File: src/rtl/tmr_flag_pkg.sv
package tmr_flag_pkg;
  typedef enum logic [1:0] {
    CTR_RUN  = 2'd0,
    CTR_HALT = 2'd1,
    CTR_STOP = 2'd2
  } ctr_mode_e;
endpackage

File: src/rtl/tmr_mod_counter.sv
module tmr_mod_counter
  import tmr_flag_pkg::*;
#(
  parameter int CNT_W = 16
) (
  input  logic             clk,
  input  logic             rst_n,
  input  ctr_mode_e        mode,
  input  logic [CNT_W-1:0] mod_val,
  output logic [CNT_W-1:0] cnt,
  output logic             wrap_evt
);
  logic at_limit;
  assign at_limit = (cnt == mod_val);
  assign wrap_evt = (mode == CTR_RUN) && at_limit;

  always_ff @(posedge clk or negedge rst_n) begin
    if (!rst_n) begin
      cnt <= '0;
    end else if (mode == CTR_RUN) begin
      cnt <= at_limit ? '0 : cnt + 1'b1;
    end
  end
endmodule

File: src/rtl/tmr_flag_cell.sv
module tmr_flag_cell (
  input  logic clk,
  input  logic rst_n,
  input  logic set_evt,
  input  logic acc_ok,
  input  logic rd_stb,
  input  logic wr_stb,
  input  logic wr_bit,
  output logic flag
);
  logic armed;

  always_ff @(posedge clk or negedge rst_n) begin
    if (!rst_n) begin
      flag  <= 1'b0;
      armed <= 1'b0;
    end else if (set_evt) begin
      flag  <= 1'b1;
      armed <= 1'b0;
    end else if (wr_stb && acc_ok) begin
      if (!wr_bit && armed) flag <= 1'b0;
      armed <= 1'b0;
    end else if (rd_stb && acc_ok && flag) begin
      armed <= 1'b1;
    end
  end
endmodule

File: src/rtl/tmr_flag_ctl.sv
module tmr_flag_ctl
  import tmr_flag_pkg::*;
#(
  parameter int CNT_W = 16,
  parameter int NCH   = 6,
  localparam int NFL  = NCH + 1
) (
  input  logic             clk,
  input  logic             rst_n,
  input  logic [CNT_W-1:0] mod_val,
  input  logic             halt_i,
  input  logic             clr_en_i,
  input  logic             stop_i,
  input  logic [NCH-1:0]   ch_evt_i,
  input  logic [NCH-1:0]   ch_is_cap_i,
  input  logic [NFL-1:0]   ien_i,
  input  logic             rd_stat_i,
  input  logic             wr_stat_i,
  input  logic [NFL-1:0]   wr_data_i,
  input  logic [NCH-1:0]   max_duty_i,
  input  logic [NCH-1:0]   tov_i,
  input  logic [NCH-1:0]   cmp_pin_i,
  output logic [CNT_W-1:0] cnt_o,
  output logic [NFL-1:0]   stat_o,
  output logic             irq_o,
  output logic [NCH-1:0]   pin_o
);
  ctr_mode_e      mode;
  logic           wrap_evt;
  logic           acc_ok;
  logic [NFL-1:0] set_vec;

  always_comb begin
    if (stop_i)      mode = CTR_STOP;
    else if (halt_i) mode = CTR_HALT;
    else             mode = CTR_RUN;
  end

  assign acc_ok = !halt_i || clr_en_i;

  tmr_mod_counter #(.CNT_W(CNT_W)) ctr_i (
    .clk      (clk),
    .rst_n    (rst_n),
    .mode     (mode),
    .mod_val  (mod_val),
    .cnt      (cnt_o),
    .wrap_evt (wrap_evt)
  );

  assign set_vec[NCH] = wrap_evt;

  for (genvar k = 0; k < NCH; k++) begin : g_ch
    assign set_vec[k] = ch_evt_i[k] && (mode != CTR_STOP) &&
                        !((mode == CTR_HALT) && ch_is_cap_i[k]);
    assign pin_o[k]   = (max_duty_i[k] && tov_i[k]) || cmp_pin_i[k];
  end

  for (genvar i = 0; i < NFL; i++) begin : g_flag
    tmr_flag_cell cell_i (
      .clk     (clk),
      .rst_n   (rst_n),
      .set_evt (set_vec[i]),
      .acc_ok  (acc_ok && !stop_i),
      .rd_stb  (rd_stat_i),
      .wr_stb  (wr_stat_i),
      .wr_bit  (wr_data_i[i]),
      .flag    (stat_o[i])
    );
  end

  assign irq_o = |(stat_o & ien_i);
endmodule

File: config.mk
export PLATFORM = sky130hd
export DESIGN_NAME = tmr_flag_ctl
export DESIGN_NICKNAME = d
export VERILOG_FILES = /design/src/rtl/tmr_flag_pkg.sv /design/src/rtl/tmr_mod_counter.sv /design/src/rtl/tmr_flag_cell.sv /design/src/rtl/tmr_flag_ctl.sv
export SDC_FILE = /design/constraint.sdc
export NUM_CORES = 1
export LEC_CHECK = 0
export ABC_CLOCK_PERIOD_IN_PS = 3450
export BUFFER_PORTS_ARGS = -buffer_cell sky130_fd_sc_hd__buf_2
export CAP_MARGIN = 40
export CELL_PAD_IN_SITES_DETAIL_PLACEMENT = 0
export CELL_PAD_IN_SITES_GLOBAL_PLACEMENT = 1
export CORE_ASPECT_RATIO = 1.75
export CORE_MARGIN = 2
export CORE_UTILIZATION = 35
export DETAILED_ROUTE_END_ITERATION = 8
export PLACE_DENSITY = 0.82
export RECOVER_POWER = 50
export SETUP_SLACK_MARGIN = 0.05
export SYNTH_ARGS = -nofsm -noshare
export SYNTH_HDL_FRONTEND = slang
export SYNTH_HIERARCHICAL = 1
export SYNTH_SLANG_ARGS = --single-unit
File: constraint.sdc
create_clock -name clk -period 3.45 [get_ports clk]
set_input_delay 0.345 -clock clk [delete_from_list [all_inputs] [get_ports clk]]
set_output_delay 0.345 -clock clk [all_outputs]
set_load 0.03 [all_outputs]
==> metrics, run 1 <==
Post-synth top cells=dfrtp_1 (30), xnor2_1 (16), a21o_1 (15); dpl cell area=between 2000 and 2500 um2; FMAX=468 MHz; Clk Latency, worst-skew pair=0.28 ns; hold_buf cts=0; layout overhead on the synthesized area=30.7%; Synth Warn #=6; Worst Hold End=g_flag[3].cell_i/flag; Hold Startpoint=wr_data_i[3]; Final nets=370; sequential area share after synthesis=0.390; DRC violations left=0; hold crit path type=input pin to flip-flop; vias in the first global route=around 1,800; Yosys top cell area share=0.390; Worst Setup Start Kind=input pin; Final setup viols=0; diode count=0; GRT Util Overall=0.176; run status=finished with violations; worst path bufs/invs=1; most common cell in the netlist=dfrtp_1; Syn Std Cell Area=1930 um2; Fillers=approximately 560; Most used DFF post-synth=dfrtp_1; Initial DRT Pass Iterations=4; critical path peak fanout=11; Worst Skew=approximately 0.0033 ns; top cells by area, synth=dfrtp_1 (39%), xnor2_1 (7.3%), a21o_1 (5.8%); Tmin final=2.14 ns; Max VDD drop=0.000298 V; H-tree depth=2; Initial Util=0.363; gpl congestion=0.761; Crit path required time=3.65 ns; CP peak stage delay=~0.56 ns; largest net degree at the start of global routing=31; critical path's top delay family=simple AND/OR/NAND/NOR gates; Post-CTS Setup Bufs=0; Root Driver=clkbuf_8; reg2reg end=ctr_i/cnt[10]; worst slew pin tran=1.68 ns; CP Class=input pin to flip-flop; Die ar.=6130 um2; width of the chip=approximately 60 um; worst path cell trace=clkbuf_1 -> nor2b_1 -> or2_1 -> or4_4 -> or4b_1 -> a22oi_1; Gates resized, CTS repair=0; Clock Sink Count=30; DR WL/cell=14.5 um; Rows=35; RSZ-0062 raised after global routing=no; via count=1,985; final non-filler cell area=2520 um2; First DRT Iteration DRCs=51; leak pwr=1.15 nW; global-route wire length before repair=slightly above 8000 um; EDFF count, synth=0; number of synthesized register bits=30; initial antenna violation count=0; clk slew on worst S/H paths=0.06 ns; Vias/cell=5.28; max-slew violations=31; arrival time worst endpoint=~2.3 ns; PD cells=366 nW/um2; Post-Synthesis Cells=210; Mapped Nets=278; I/O pin cnt=97; cell accounting for the most synthesized area=dfrtp_1; CP Capture Type=flip-flop; Worst Hold Depth=3; CTS Buffer Depth=2; CTS tree=done; fraction of registers with async set/reset=1.00; port buffer count=96; Setup TNS=0 ns; period utilization=0.620; endpoints failing hold=0; crit path max-delay cell type=or4_4; max_cap viols=1; DP HPWL=4180 um; core area=5300 um2; Syn Area/Cell=9.17 um2; grt ovf=0; reg-to-reg setup timing slack=1.44 ns; reg2reg path depth=5; synth unique cells=between 40 and 50; ANT nets after route=0; failing checks=max-capacitance violations, max-slew violations; Slew HR=-0.123; final wirelength=5440 um; Num CTS Buffers=5; share of cells above drive strength 1=0.318; Die Span Y=102 um; reg2reg start=ctr_i/cnt[0]
-- sequential cells by signal, summed over array words and instances, names as in the netlist --
signal	cells
g_flag.cell_i/flag	7
g_flag.cell_i/armed	7
ctr_i/cnt	16
-- where the power goes --
part	switching (mW)	total [mW]	internal, mW
Combinational	0.134	0.226	0.0924
Sequential	0.0408	0.423	0.382
Clock	0.132	0.271	0.139
-- layout make-up --
cell class / instances / area (um2) / area share
clock buffers: 7 / 76.3 / 0.0303
multi-input cells: 155 / 1070 / 0.425
inverters: 11 / 41.3 / 0.0164
well taps: 74 / 92.6 / 0.0368
flip-flops and latches: 30 / 751 / 0.298
repair buffers: 99 / 487 / 0.193
-- tightest hold or removal path: stages --
cell	delay (ns)
buf_2	0.07
nand4b_1	0.09
a21o_1	0.10
-- cells by family (layout without fill, tap and decap cells) --
logic type / count (synthesis) / in the layout / synth area share
multiplexers: 4 / 4 / 0.0214
adder cells (fa/ha/maj): 1 / 1 / 0.00650
flip-flops: 30 / 30 / 0.390
XOR/XNOR: 16 / 16 / 0.0728
AND/OR/NAND/NOR: 64 / 64 / 0.199
AO/OA/AOI/OAI: 70 / 70 / 0.255
buffers and inverters: 25 / 117 / 0.0552
-- stage by stage --
stage | cells | hold WS [ns] | setup slack (ns) | power [mW] | util
final | 376 | 0.364 | 1.31 | 0.920 | 0.475
after global routing | 376 | 0.374 | 1.17 | 0.967 | 0.475
after CTS | 376 | 0.134 | 1.41 | 0.934 | 0.478
after detailed placement | 369 | 0.436 | 1.21 | 0.662 | 0.464
after global placement | 369 | 0.435 | 1.23 | 0.657 | 0.464
after floorplan | 210 | 0.0494 | 1.25 | 0.562 | -
-- metal layers --
| metal | global-route usage | up-vias | part of all wire | routed length, um |
|---|---|---|---|---|
| li1 | - | 976 | - | - |
| met1 | 0.191 | 916 | 0.39 | 2110 |
| met2 | 0.324 | 85 | 0.53 | 2870 |
| met3 | 0.0329 | 8 | 0.066 | 356 |
| met4 | 0.0684 | 0 | 0.018 | 98 |
| met5 | 0 | - | 0 | 0 |
-- placed cells by master, fill, tap and decap left out, types with 5 or more instances in the layout --
cell and n:
buf_2 83, dfrtp_1 30, xnor2_1 16, a21o_1 15, clkbuf_1 15, a211oi_1 14
inv_1 11, nor2_1 11, a31oi_1 10, nand4_1 9, nand2_1 9, a21oi_1 8
nand4b_1 7, nand3_1 6, clkbuf_8 5, o21ai_0 5
-- worst max-delay path by stage --
stage | from | endpoint | slack (ns) | cells past startpoint
floorplan | stop_i | ctr_i/cnt[15] | 1.25 | 7
global placement | halt_i | ctr_i/cnt[15] | 1.23 | 6
detailed placement | halt_i | ctr_i/cnt[15] | 1.21 | 6
CTS | ctr_i/cnt[0] | ctr_i/cnt[10] | 1.41 | 5
global route | stop_i | ctr_i/cnt[15] | 1.17 | 6
finish | stop_i | ctr_i/cnt[15] | 1.31 | 6
No activity file was read; power rests on OpenSTA's default activity.
==> run 2: changes to the inputs <==
- ABC_CLOCK_PERIOD_IN_PS: 3450 -> 2100
- CORE_UTILIZATION: 35 -> 33
- PLACE_DENSITY: 0.82 -> 0.78
- clock period: 3.45 -> 2.1 ns (I/O delays scaled with it)
==> run 2 against run 1 <==
Net effect:
- the run now ends clean
- critical endpoint unchanged
- flip-flop and latch count unchanged
- register-to-register slack got worse by 1.3 ns
- first-iteration DRC count increased by 14%
- count of clock-buffer cells in the layout is the same
- largest power group unchanged
- sequential share of layout area decreased by 1.3 points
- global-route usage increased by 0.44 points
==> metrics, run 2 (synthesis results as in run 1) <==
Num CTS Buffers=5 (unchanged); largest net degree at the start of global routing=31 (unchanged); Reg with most FFs=ctr_i/cnt; Fin Hold WS=0.228 ns (-0.136 ns); Worst Skew=0.00510 ns (+0.00176 ns); CTS tree=done; Post-CTS Setup Bufs=0 (unchanged); Final nets=381 (+3.0%); CP Class=flip-flop to flip-flop; port buffer count=96 (unchanged); max FFs per register=16 (unchanged); hold crit path type=input pin to flip-flop; gpl congestion=0.778 (+2.2%); max-slew violations=0 (-100%); Final WS setup=0.165 ns (-1.15 ns); Clk Latency, worst-skew pair=0.28 ns (about the same); CP Capture Type=flip-flop; Max VDD drop=0.000321 V (+7.7%); Root Driver=clkbuf_8; Post-Place Worst Slack=0.168 ns (-1.04 ns); Crit path required time=2.30 ns (-1.35 ns); reg-to-reg setup timing slack=0.17 ns (-1.27 ns); DP HPWL=4360 um (+4.5%); final core occ=0.471 (-0.00353); period utilization=0.921; Final setup viols=0 (unchanged); endpoints failing hold=0 (unchanged); run status=complete, no violations; DRC violations left=0 (unchanged); Initial Util=0.345 (-0.0186); Die Span Y=105 um (+2.9%); I/O pin cnt=97 (unchanged); most frequent cells in the layout=buf_2 (85), dfrtp_1 (29), xnor2_1 (16); Worst Setup Start Kind=flip-flop; width of the chip=61.7 um (+2.8%); vias in the first global route=1,976 (+10%); Rows=36 (+2.9%); leak pwr=1.23 nW (+6.5%); top flop regs=ctr_i/cnt: 16 flops, g_flag.cell_i/armed: 7 flops, g_flag.cell_i/flag: 7 flops; Die ar.=6490 um2 (+5.7%); final wirelength=5630 um (+3.6%); max_cap viols=0 (-1); global-route wire length before repair=8940 um (+8.6%); DR WL/cell=14.5 um (about the same); layout overhead on the synthesized area=36.7%; PD cells=592 nW/um2 (+62%); Slew HR=0.446 (+0.569); core area=5590 um2 (+5.4%); GRT Util Overall=0.181 (+0.00440); Gates resized, CTS repair=0 (unchanged); arrival time worst endpoint=2.14 ns (-0.20 ns); clk slew on worst S/H paths=0.07 ns (about the same); via count=2,072 (+4.4%); First DRT Iteration DRCs=58 (+14%); RSZ-0062 raised after global routing=no; worst slew pin tran=0.831 ns (-0.853 ns); FMAX=between 500 and 600 MHz; Initial DRT Pass Iterations=4 (unchanged); Clock Sink Count=30 (unchanged); Setup TNS=0 ns (unchanged); H-tree depth=2 (unchanged); ANT nets after route=0 (unchanged); Vias/cell=5.33 (+0.89%); initial antenna violation count=0 (unchanged); commonest non-fill, non-tap cell in the layout=buf_2; share of cells above drive strength 1=0.348 (+0.0304); diode count=0 (unchanged); Tmin final=approximately 1.9 ns; dpl cell area=2560 um2 (+4.1%); final non-filler cell area=2630 um2 (+4.6%); critical path peak fanout=8 (-3); CTS Buffer Depth=2 (unchanged); grt ovf=0 (unchanged)
run 2: cell types whose count changed in the layout (fill, tap and decap cells not counted), sizes merged:
cell,change
dlygate4sd3,+1
buf,+10
run 2: area by class of cell:
type / instances / area, um2
Sequential cell: 30 / 752
Clock buffer: 7 / 86.3
Tap cell: 76 / 95.1
Timing Repair Buffer: 110 / 581
Fill cell: 595 / 2950
Inverter: 11 / 41.3
Multi-Input combinational cell: 155 / 1080
run 2: critical path, stage by stage (launching register included):
cell,delay (ns)
dfrtp_1,0.49
nand4_1,0.20
or4_4,0.53
or4b_1,0.48
a22oi_1,0.16
run 2: repair_timing:
action,4_1_cts,5_1_grt
hold endpoints to repair,8,0
setup endpoints to repair,0,0
hold buffers,1,0
run 2: report_power, final:
group / switching, mW / leakage, nW / total [mW] / internal, mW
logic: 0.230 / 0.813 / 0.392 / 0.162
clock network: 0.218 / 0.0443 / 0.478 / 0.260
registers: 0.0601 / 0.369 / 0.687 / 0.627
total: 0.508 / 1.23 / 1.56 / 1.05
run 2: worst paths after layout:
path	start	to	cells past startpoint
worst max-delay path	ctr_i/cnt[9]	ctr_i/cnt[15]	4
worst min-delay path	wr_data_i[3]	g_flag[3].cell_i/flag	3
worst max register to register	ctr_i/cnt[9]	ctr_i/cnt[15]	4
worst min register to register	g_flag[5].cell_i/flag	g_flag[5].cell_i/flag	1
max in group asynchronous	rst_n	ctr_i/cnt[7]	2
min in group asynchronous	rst_n	ctr_i/cnt[7]	2
run 2: stage by stage:
step | power [mW] | cells
2_1_floorplan | 0.926 | 210
3_3_place_gp | 1.09 | 381
3_5_place_dp | 1.10 | 381
4_1_cts | 1.58 | 389
5_1_grt | 1.64 | 389
6_report | 1.56 | 389
run 2: layer usage:
layer	vias to the layer above	wire, um	track usage
li1	1007	-	-
met1	949	2120	0.195
met2	107	2970	0.329
met3	9	421	0.0297
met4	0	122	0.0669
met5	-	0	0
==> run 3: changes to the inputs <==
- ABC_AREA: default -> 0
- REMOVE_ABC_BUFFERS: default -> 1
==> run 3 against run 2 <==
Net effect:
- fmax grew 3.1%
- wire length shrank 0.75%
- largest power group unchanged
- critical path type unchanged
- via count shrank 0.87%
- final cell count grew 0.77%
- worst hold slack gained 0.0035 ns
==> metrics, run 3 (synthesis results as in run 1) <==
vias in the first global route=1,903 (-3.7%); Slew HR=0.488 (+0.0426); gpl congestion=0.804 (+3.4%); worst slew pin tran=0.767 ns (-0.0640 ns); Worst Hold Depth=3 (unchanged); Initial Util=0.345 (unchanged); top flop regs=ctr_i/cnt: 16 flops, g_flag.cell_i/armed: 7 flops, g_flag.cell_i/flag: 7 flops; hold_buf cts=1 (unchanged); run status=complete, no violations; reg2reg path depth=5 (+1); core area=5590 um2 (unchanged); Die ar.=6490 um2 (unchanged); Setup TNS=0 ns (unchanged); hold crit path type=input pin to flip-flop; Final nets=383 (+0.52%); Final setup viols=0 (unchanged); reg2reg start=ctr_i/cnt[1]; Max VDD drop=0.000358 V (+12%); reg-to-reg setup timing slack=0.22 ns (+0.06 ns); CP Class=flip-flop to flip-flop; DP HPWL=4400 um (+0.82%); via count=2,054 (-0.87%); Rows=36 (unchanged); Post-CTS Setup Bufs=0 (unchanged); worst setup path startpoint=ctr_i/cnt[1]; period utilization=0.893 (-0.0278); GRT Util Overall=0.181 (+0.000628); CP peak stage delay=0.52 ns (about the same); Reg with most FFs=ctr_i/cnt; I/O pin cnt=97 (unchanged); Initial DRT Pass Iterations=4 (unchanged); final non-filler cell area=2640 um2 (+0.38%); diode count=0 (unchanged); Worst Skew=0.00352 ns (-0.00158 ns); DRC violations left=0 (unchanged); CTS tree=done; endpoints failing hold=0 (unchanged); CTS Buffer Depth=2 (unchanged); worst path cell trace=ha_1 -> nand3_1 -> or4_1 -> a311oi_1 -> a21boi_0; critical path peak fanout=7 (-1); Crit path required time=2.30 ns (about the same); Fin Hold WS=0.231 ns (+0.00349 ns); leak pwr=1.23 nW (+0.30%); reg2reg end=ctr_i/cnt[10]; largest net degree at the start of global routing=31 (unchanged); commonest non-fill, non-tap cell in the layout=buf_2; Worst Setup Start Kind=flip-flop; FF/Latch Area=751 um2 (-0.17%); share of cells above drive strength 1=0.358 (+0.00935); Vias/cell=5.24 (-1.6%); grt ovf=0 (unchanged); max FFs per register=16 (unchanged); initial antenna violation count=0 (unchanged); clk slew on worst S/H paths=0.07 ns (about the same); DR WL/cell=14.3 um (-1.5%); width of the chip=61.7 um (unchanged); Clk Latency, worst-skew pair=0.28 ns (about the same); CP Capture Type=flip-flop; H-tree depth=2 (unchanged); FMAX=533 MHz (+3.1%); final wirelength=5590 um (-0.75%); layout overhead on the synthesized area=37.2%; global-route wire length before repair=8930 um (about the same); First DRT Iteration DRCs=53 (-8.6%); Hold Startpoint=wr_data_i[1]; port buffer count=96 (unchanged); Gates resized, CTS repair=0 (unchanged); Multi-input gate area=1070 um2 (-0.81%); Fillers=613 (+3.0%); arrival time worst endpoint=2.07 ns (-0.07 ns); Die Span Y=105 um (unchanged); Clock Sink Count=30 (unchanged); max-slew violations=0 (unchanged); Root Driver=clkbuf_8; Cells after DPL=383 (+0.52%); Num CTS Buffers=5 (unchanged); Worst Hold End=g_flag[1].cell_i/flag; Tmin final=1.88 ns (-0.0584 ns); max_cap viols=0 (unchanged); ANT nets after route=0 (unchanged); dpl cell area=2560 um2 (+0.20%); RSZ-0062 raised after global routing=no; most frequent cells in the layout=buf_2 (88), dfrtp_1 (30), xnor2_1 (16); crit path max-delay cell type=or4_1; PD cells=594 nW/um2 (+0.49%); Non-Filler Instances=392 (+0.77%)
run 3: cell count changes in the layout (fill, tap and decap cells not counted), sizes merged:
cell	change
clkbuf	-2
buf	+4
clkinv	+1
run 3: through the flow:
stage               worst slack (ns)  utilization  power [mW]
floorplan                    -0.0719            -       0.912
global placement               0.180        0.459        1.10
finish                         0.224        0.473        1.57
global route                  0.0675        0.473        1.66
CTS                            0.232        0.477        1.60
detailed placement             0.149        0.459        1.11
run 3: final cells by class:
cell class                 count  share of cell area
multi-input combinational    155               0.404
sequential                    30               0.284
timing repair buffer         112               0.225
tap                           76              0.0360
clock buffer                   7              0.0327
inverter                      11              0.0156
clock inverter                 1             0.00189
run 3: metal layers:
metal | vias to the layer above | wire length [um] | track usage
li1 | 1008 | - | -
met1 | 954 | 2110 | 0.199
met2 | 83 | 2990 | 0.321
met3 | 9 | 377 | 0.0446
met4 | 0 | 102 | 0.0608
met5 | - | 0 | 0
run 3: power by group:
part | internal (mW) | switching [mW] | leakage [nW]
clock | 0.264 | 0.222 | 0.0482
combinational | 0.165 | 0.234 | 0.811
sequential | 0.627 | 0.0586 | 0.370
run 3: critical path, delay by kind of cell (launching register included):
kind | cells | cell delay (ns)
AND/OR/NAND/NOR | 2 | 0.62
AO/OA/AOI/OAI | 2 | 0.46
flip-flops | 1 | 0.47
adder cells (fa/ha/maj) | 1 | 0.24
run 3: worst max path at each step:
stage	to	slack, ns
after floorplan	g_flag[6].cell_i/armed	-0.07
after global placement	ctr_i/cnt[15]	0.18
after detailed placement	ctr_i/cnt[15]	0.15
after CTS	ctr_i/cnt[10]	0.23
after global routing	ctr_i/cnt[10]	0.07
final	ctr_i/cnt[10]	0.22
